===== src/rtl/bfg_pkg.sv =====
package bfg_pkg;

    // Register select codes on the write bus
    localparam int REG_CTRL   = 0;
    localparam int REG_RELOAD = 1;
    localparam int REG_STEP   = 2;

    // Control word bit positions
    localparam int CTRL_RUN  = 0;
    localparam int CTRL_FRAC = 1;
    localparam int CTRL_PSEL = 2;

    typedef enum logic [0:0] {
        ST_IDLE  = 1'b0,
        ST_COUNT = 1'b1
    } run_state_e;

endpackage


===== src/rtl/bfg_regs.sv =====
module bfg_regs
    import bfg_pkg::*;
#(
    parameter int RELOAD_W = 13,
    parameter int FRAC_W   = 9,
    parameter int ADDR_W   = 2
) (
    input  logic                clk,
    input  logic                rst_n,
    input  logic                wr_en,
    input  logic [ADDR_W-1:0]   wr_addr,
    input  logic [RELOAD_W-1:0] wr_data,
    output logic                run_o,
    output logic                frac_o,
    output logic                psel_o,
    output logic [RELOAD_W-1:0] reload_o,
    output logic [FRAC_W-1:0]   step_o
);

    logic                run_q;
    logic                frac_q;
    logic                psel_q;
    logic [RELOAD_W-1:0] reload_q;
    logic [FRAC_W-1:0]   step_q;

    logic hit_ctrl, hit_reload, hit_step;

    always_comb begin
        hit_ctrl   = wr_en && (wr_addr == ADDR_W'(REG_CTRL));
        hit_reload = wr_en && (wr_addr == ADDR_W'(REG_RELOAD));
        hit_step   = wr_en && (wr_addr == ADDR_W'(REG_STEP));
    end

    always_ff @(posedge clk or negedge rst_n) begin
        if (!rst_n) begin
            run_q  <= 1'b0;
            frac_q <= 1'b0;
            psel_q <= 1'b0;
        end else if (hit_ctrl) begin
            run_q  <= wr_data[CTRL_RUN];
            frac_q <= wr_data[CTRL_FRAC];
            psel_q <= wr_data[CTRL_PSEL];
        end
    end

    // Reload is locked while the generator runs
    always_ff @(posedge clk or negedge rst_n) begin
        if (!rst_n) begin
            reload_q <= '0;
        end else if (hit_reload && !run_q) begin
            reload_q <= wr_data;
        end
    end

    always_ff @(posedge clk or negedge rst_n) begin
        if (!rst_n) begin
            step_q <= '0;
        end else if (hit_step) begin
            step_q <= wr_data[FRAC_W-1:0];
        end
    end

    assign run_o    = run_q;
    assign frac_o   = frac_q;
    assign psel_o   = psel_q;
    assign reload_o = reload_q;
    assign step_o   = step_q;

endmodule


===== src/rtl/bfg_prescale.sv =====
module bfg_prescale #(
    parameter int FRAC_W = 9
) (
    input  logic              clk,
    input  logic              rst_n,
    input  logic              enable,
    input  logic              frac_en,
    input  logic              psel,
    input  logic [FRAC_W-1:0] step,
    output logic              pulse_o
);

    localparam int SUM_W = FRAC_W + 1;

    // Integer path: divide by 2 or 3
    logic [1:0] div_q;
    logic [1:0] div_last;
    logic       int_on;
    logic       int_pulse;

    always_comb begin
        div_last  = psel ? 2'd2 : 2'd1;
        int_on    = enable && !frac_en;
        int_pulse = int_on && (div_q == div_last);
    end

    always_ff @(posedge clk or negedge rst_n) begin
        if (!rst_n) begin
            div_q <= '0;
        end else if (!int_on || (div_q == div_last)) begin
            div_q <= '0;
        end else begin
            div_q <= div_q + 2'd1;
        end
    end

    // Fractional path: phase accumulator, a step of 0 means full scale
    logic [FRAC_W-1:0] acc_q;
    logic [SUM_W-1:0]  step_eff;
    logic [SUM_W-1:0]  sum;
    logic              frac_on;
    logic              frac_pulse;

    always_comb begin
        step_eff   = (step == '0) ? SUM_W'(1) << FRAC_W : {1'b0, step};
        sum        = {1'b0, acc_q} + step_eff;
        frac_on    = enable && frac_en;
        frac_pulse = frac_on && sum[FRAC_W];
    end

    always_ff @(posedge clk or negedge rst_n) begin
        if (!rst_n) begin
            acc_q <= '0;
        end else if (frac_on) begin
            acc_q <= sum[FRAC_W-1:0];
        end else begin
            acc_q <= '0;
        end
    end

    assign pulse_o = int_pulse || frac_pulse;

endmodule


===== src/rtl/bfg_reload_fsm.sv =====
module bfg_reload_fsm
    import bfg_pkg::*;
#(
    parameter int RELOAD_W = 13
) (
    input  logic                clk,
    input  logic                rst_n,
    input  logic                run,
    input  logic                pulse,
    input  logic [RELOAD_W-1:0] reload,
    output logic                counting_o,
    output logic                tick_o
);

    run_state_e          state_q, state_d;
    logic [RELOAD_W-1:0] cnt_q, cnt_d;

    // Next-state and counter
    always_comb begin
        state_d = state_q;
        cnt_d   = cnt_q;
        unique case (state_q)
            ST_IDLE: begin
                if (run) begin
                    state_d = ST_COUNT;   // arm
                    cnt_d   = reload;
                end
            end
            ST_COUNT: begin
                if (!run) begin
                    state_d = ST_IDLE;    // halt
                end else if (pulse) begin // step
                    cnt_d = (cnt_q == '0) ? reload : cnt_q - RELOAD_W'(1);
                end
            end
            default: state_d = ST_IDLE;
        endcase
    end

    // State register
    always_ff @(posedge clk or negedge rst_n) begin
        if (!rst_n) begin
            state_q <= ST_IDLE;
            cnt_q   <= '0;
        end else begin
            state_q <= state_d;
            cnt_q   <= cnt_d;
        end
    end

    // Outputs
    always_comb begin
        counting_o = (state_q == ST_COUNT);
        tick_o     = counting_o && run && pulse && (cnt_q == '0);
    end

endmodule


===== src/rtl/baud_frac_gen.sv =====
module baud_frac_gen #(
    parameter int RELOAD_W = 13,
    parameter int FRAC_W   = 9,
    parameter int ADDR_W   = 2
) (
    input  logic                clk,
    input  logic                rst_n,
    input  logic                wr_en,
    input  logic [ADDR_W-1:0]   wr_addr,
    input  logic [RELOAD_W-1:0] wr_data,
    output logic                tick
);

    logic                run_q;
    logic                frac_q;
    logic                psel_q;
    logic [RELOAD_W-1:0] reload_q;
    logic [FRAC_W-1:0]   fdv_q;
    logic                pre_en;
    logic                pre_pulse;
    logic                counting;

    bfg_regs #(
        .RELOAD_W (RELOAD_W),
        .FRAC_W   (FRAC_W),
        .ADDR_W   (ADDR_W)
    ) regs_i (
        .clk      (clk),
        .rst_n    (rst_n),
        .wr_en    (wr_en),
        .wr_addr  (wr_addr),
        .wr_data  (wr_data),
        .run_o    (run_q),
        .frac_o   (frac_q),
        .psel_o   (psel_q),
        .reload_o (reload_q),
        .step_o   (fdv_q)
    );

    assign pre_en = run_q && counting;

    bfg_prescale #(
        .FRAC_W (FRAC_W)
    ) pre_i (
        .clk     (clk),
        .rst_n   (rst_n),
        .enable  (pre_en),
        .frac_en (frac_q),
        .psel    (psel_q),
        .step    (fdv_q),
        .pulse_o (pre_pulse)
    );

    bfg_reload_fsm #(
        .RELOAD_W (RELOAD_W)
    ) fsm_i (
        .clk        (clk),
        .rst_n      (rst_n),
        .run        (run_q),
        .pulse      (pre_pulse),
        .reload     (reload_q),
        .counting_o (counting),
        .tick_o     (tick)
    );

endmodule


===== config.mk =====
export PLATFORM = sky130hd
export DESIGN_NAME = baud_frac_gen
export DESIGN_NICKNAME = d
export VERILOG_FILES = /design/src/rtl/bfg_pkg.sv /design/src/rtl/bfg_regs.sv /design/src/rtl/bfg_prescale.sv /design/src/rtl/bfg_reload_fsm.sv /design/src/rtl/baud_frac_gen.sv
export SDC_FILE = /design/constraint.sdc
export NUM_CORES = 1
export LEC_CHECK = 0
export BUFFER_PORTS_ARGS = -buffer_cell sky130_fd_sc_hd__buf_2
export CAP_MARGIN = 40
export CELL_PAD_IN_SITES_DETAIL_PLACEMENT = 1
export CELL_PAD_IN_SITES_GLOBAL_PLACEMENT = 2
export CORE_MARGIN = 3
export CORE_UTILIZATION = 30
export DETAILED_ROUTE_END_ITERATION = 12
export PLACE_DENSITY = 0.76
export SLEW_MARGIN = 20
export SYNTH_ARGS = -nofsm -noshare
export SYNTH_HDL_FRONTEND = slang
export SYNTH_SLANG_ARGS = --single-unit

===== constraint.sdc =====
create_clock -name clk -period 2.7 [get_ports clk]
set_input_delay 0.27 -clock clk [delete_from_list [all_inputs] [get_ports clk]]
set_output_delay 0.27 -clock clk [all_outputs]
set_load 0.005 [all_outputs]

### After elaboration in Yosys (flattened, before gate mapping)

Cells that the tools add are included.

* $add $sub $neg: 3
* eq/ne operators: 6
* multiplexer cells: 10
* bitwise logic cells: 1
* reductions and logical operators: 20

Operator list (number)
* $mux 13: 4
* $pmux 13 s2: 1
* $logic_not 13->1: 1
* $sub 13x1->13 const B: 1
* $logic_and 1x1->1: 11
* $add 9x10->10: 1
* $mux 10: 1
* $logic_not 9->1: 1
* $mux 9: 1
* $mux 2: 2
* $ne 2x2->1 const B: 2
* $logic_not 1->1: 3
* $reduce_and 3->1: 1
* $add 2x1->2 const B: 1
* $eq 2x1->1 const B: 1
* $eq 2x2->1: 1
* $eq 2x2->1 const B: 1
* $logic_not 2->1: 1
* $logic_or 1x1->1: 2
* $ne 2x1->1 const B: 1
* $mux 1: 1
* $not 1->1: 1

* register bits: 50
* input bits: 18
* output and inout port bits: 1

### Longest topological paths before layout

* depth after elaboration: 8
* gate-level depth with buffers: 11
* gate-level depth less buffers: 9

### Cells and area by module

Synthesis repeated with hierarchy kept, for this count alone.

* cells, all modules: 257
* area, all modules: 2824.0 µm²

By module, submodules not included
* bfg_reload_fsm: times used 1, cells each 103, area an instance 1008.5 µm²
* bfg_regs: times used 1, cells each 54, area an instance 953.4 µm²
* bfg_prescale: times used 1, cells each 99, area an instance 855.8 µm²
* baud_frac_gen: times used 1, cells each 1, area an instance 6.3 µm²

### Worst setup path after synthesis

OpenSTA, ideal clock, no wires.

* path kind: register to output
* from: register regs_i.step_q[2], in the netlist regs_i.step_o[2]
* to: output port tick
* arrival time: 2.482 ns
* data required time: 2.430 ns
* slack: -0.052 ns
* cell stages (with the launch flop): 9
* buffers on the path: 1
* cell sequence: dfrtp_1 -> dlygate4sd3_1 -> ha_1 -> a21o_1 -> a21oi_1 -> a21oi_1 -> o31a_2 -> o32a_1 -> nor3_1

* word-level cells in the longest chain between the ends: 7

Ends and longest elaborated chain
* from (decl): line bfg_regs.sv:24 `logic [FRAC_W-1:0] step_q;`
* from (signal assigned): line bfg_regs.sv:59 `step_q <= wr_data[FRAC_W-1:0];`
* $logic_not 9->1: line bfg_prescale.sv:45 `step_eff = (step == '0) ? SUM_W'(1) << FRAC_W : {1'b0, step};`
* $mux 10 *: line bfg_prescale.sv:45
* $add 9x10->10 *: line bfg_prescale.sv:46 `sum = {1'b0, acc_q} + step_eff;`
* $logic_and 1x1->1 *: line bfg_prescale.sv:48 `frac_pulse = frac_on && sum[FRAC_W];`
* $logic_or 1x1->1 *: line bfg_prescale.sv:61 `assign pulse_o = int_pulse || frac_pulse;`
* $logic_and 1x1->1 * (2 in series): line bfg_reload_fsm.sv:54 `tick_o = counting_o && run && pulse && (cnt_q == '0);`
* to (decl): line baud_frac_gen.sv:11 `output logic tick`

Every way passes the cells marked *; elsewhere a longest branch is shown, timed or not.

### Worst setup path after layout

* from: register regs_i.step_q[1], in the netlist regs_i.step_o[1]
* to: output port tick

The elaborated chain is that of the path after synthesis.

==> impl_metrics.env <==
export IMPL_critPathKind="reg -> out"
export IMPL_syn_cell_area_mm2=0.002698
export IMPL_synth_warnings=0
export IMPL_ctsHoldBuffers=0
export IMPL_powerDensity_mw_per_mm2=783.5
export IMPL_crit_fanout=3
export IMPL_ant_nets=0
export IMPL_die_x_um=100.8
export IMPL_placedInstanceArea_mm2=0.002905
export IMPL_crit_path_top_delay_cell="dfrtp_1"
export IMPL_antennaDiodeCount=0
export IMPL_die_area_mm2=0.01017
export IMPL_synth_edf_count=0
export IMPL_grtUsageTotal_pct=13.90
export IMPL_io_pins=19
export IMPL_setup_ws_ns=0.03254
export IMPL_clock_sinks=50
export IMPL_final_cell_area_mm2=0.003149
export IMPL_drt_total_wl_mm=6.399
export IMPL_rr_endpoint="fsm_i.cnt_q[2]"
export IMPL_layout_nets=308
export IMPL_die_h_um=100.8
export IMPL_drtIter0Drc=35
export IMPL_max_freq_ghz=0.3749
export IMPL_stdcell_count=385
export IMPL_synthToLayoutAreaGrowth_pct=16.74
export IMPL_p_leak_uw=0.001346
export IMPL_synth_top_cell_by_area="dfrtp_1"
export IMPL_numCtsBuffers=5
export IMPL_maxCapViolCount=0
export IMPL_yosysMostFrequentCell="dfrtp_1"
export IMPL_drive_above_1_share_pct=32.14
export IMPL_synth_common_cells="dfrtp_1, mux2_2, a21oi_1"
export IMPL_crit_arrival_ns=2.40
export IMPL_fin_crit_sh_pct=98.79
export IMPL_antenna_found_initial=0
export IMPL_yosys_area_share_simple_pct=16.05
export IMPL_port_buffers=18
export IMPL_wl_per_cell_um=16.62
export IMPL_slew_viol_final=0
export IMPL_fin_skew_ns=0.008528
export IMPL_drc_errors=0
export IMPL_clk_pin_slew_ns=0.09
export IMPL_grt_pass1_vias=2099
export IMPL_gp_congestion=0.8358
export IMPL_worst_slew_pin_slew_ns=0.7319
export IMPL_seq_area_frac_synth_pct=46.38
export IMPL_rows=33
export IMPL_synthCells=254
export IMPL_cp_end_kind="primary output"
export IMPL_power_uw=2468
export IMPL_hpwl_mm=4.616
export IMPL_critPathBufInv=1
export IMPL_synth_compound_area_share_pct=14.94
export IMPL_grt_ovfl_total=0
export IMPL_synth_mux_area_share_pct=10.76
export IMPL_vdd_drop_max_mv=0.2705
export IMPL_vias=1950
export IMPL_ys_seq_elements=50
export IMPL_nFillCells=955
export IMPL_reg2reg_depth=10
export IMPL_post_route_util_pct=37.21
export IMPL_dp_slack_ns=0.1319
export IMPL_path_delay_family="compound AO/OA/AOI/OAI gates"
export IMPL_syn_avg_cell_area_um2=10.62
export IMPL_synth_net_count=283
export IMPL_drt_pass1_iterations=4
export IMPL_cp_slowest_stage_delay_ns=0.42
export IMPL_hp_class="in -> async"
export IMPL_coreArea_mm2=0.008464
export IMPL_vias_per_cell=5.065
export IMPL_ctsHtreeMaxLevel=2
export IMPL_cts_root_buf="clkbuf_8"
export IMPL_worstPathRequired_ns=2.43
export IMPL_setup_violations=0
export IMPL_start_util_pct=31.87
export IMPL_grt_max_degree=31
export IMPL_yosysTopAreaCellShare_pct=46.38
export IMPL_cts_tree="yes"
export IMPL_status="finished clean"
export IMPL_fin_crit_ns=2.667
export IMPL_clk_latency_ns=0.31
export IMPL_relSlewSlack_pct=51.20
export IMPL_clockBufferDepth=2
export IMPL_synth_top_family_by_area="simple AND/OR/NAND/NOR gates"
export IMPL_r2r_setup_slack_ns=0.22
export IMPL_place_inst=368
export IMPL_ys_types=56
export IMPL_finalHoldViolCount=0
export IMPL_synthAdderAreaFrac_pct=5.380
export IMPL_synthFlopType="dfrtp_1"
export IMPL_synth_area_top_cells="dfrtp_1, mux2_2, ha_1, a21oi_1, nor2_1"
export IMPL_critPathLaunchType="register"
export IMPL_cp_cell_sequence="ha_1 > a21o_1 > nand4_1 > a21oi_2 > o31a_2 > o32a_1 > nor3_2 > buf_2"
export IMPL_r2r_start="regs_i.step_o[1]"
export IMPL_synth_xor_area_share_pct=2.273
export IMPL_async_reset_ff_share_pct=100.0
export IMPL_grt_pass1_wl_mm=11.09
export IMPL_grt_setup_unrepaired="yes"
-- layout by cell type (no fill, tap or decap), types with 2 or more instances in the layout --
cell type	count
o21ai_0	13
nand4_1	5
a21oi_2	2
buf_4	16
xor2_1	4
dfrtp_1	50
nand2b_1	5
ha_1	8
nand3_1	8
or2_2	2
nor3b_1	2
a21o_1	4
buf_2	18
a21oi_1	19
inv_1	5
xnor2_1	3
nor2_1	19
clkbuf_8	5
nor2b_1	3
nor4_1	2
bufinv_16	2
o2bb2ai_1	2
a31oi_1	2
nand2_1	15
nor3_1	5
mux2i_1	2
mux2_2	24
or3_4	2
-- through the flow --
step	hold slack [ns]	TNS (ns)
after floorplan	-0.02559	0
after global placement	0.3832	0
after detailed placement	0.3870	0
after CTS	0.03497	0
after global routing	0.05202	-0.08515
final	0.003062	0
-- cell families (layout without fill, tap and decap cells) --
group	Yosys count	count (layout)
simple gates	79	79
compound gates	59	59
flops	50	50
mux	26	26
buf+inv	22	48
fa+ha+maj	11	11
xor+xnor	7	7
-- registers in the layout, summed over array words and instances, names as in the netlist --
name and flops:
regs_i.run_o 1, regs_i.step_o 9, regs_i.frac_o 1, pre_i.div_q 2, fsm_i.cnt_q 13, fsm_i.counting_o 1, pre_i.acc_q 9, regs_i.reload_o 13
regs_i.psel_o 1
-- what timing repair did --
item | in CTS | in global routing
endpoints found under the setup margin | 1 | 1
pin swaps | 7 | 3
buffers inserted | 8 | 1
gates resized for setup | 5 | 2
-- worst max path at each step --
stage / startpoint / endpoint / slack (ns) / cells after the start
after floorplan: regs_i.step_o[2] / tick / 0.10 / 8
after global placement: regs_i.step_o[3] / tick / 0.16 / 8
after detailed placement: regs_i.step_o[3] / tick / 0.13 / 8
after CTS: regs_i.step_o[3] / tick / 0.004 / 8
after global routing: regs_i.step_o[3] / tick / -0.09 / 8
final: regs_i.step_o[1] / tick / 0.03 / 8
-- power by group --
group | internal, µW | total, µW | switching [µW]
Clock | 372 | 648 | 277
Sequential | 950 | 1140 | 194
Combinational | 330 | 676 | 346
Total | 1650 | 2470 | 817
-- final cells by class --
class                   instances  area (µm²)  area share [%]
well taps                     105       131.4           4.172
multi-input cells             182        1389           44.10
repair buffers                 35       221.5           7.032
clock inverters                 3       68.82           2.185
clock buffers                   5       68.82           2.185
inverters                       5       18.77          0.5959
flip-flops and latches         50        1251           39.73
-- routing by layer --
| metal | part of all wire [%] | global-route usage, % | vias to the layer above |
|---|---|---|---|
| li1 | - | - | 958 |
| met1 | 51 | 19.47 | 958 |
| met2 | 45 | 21.67 | 27 |
| met3 | 2.9 | 2.907 | 7 |
| met4 | 1.3 | 3.938 | 0 |
| met5 | 0 | 0 | - |
(Power assumes the default switching activity.)
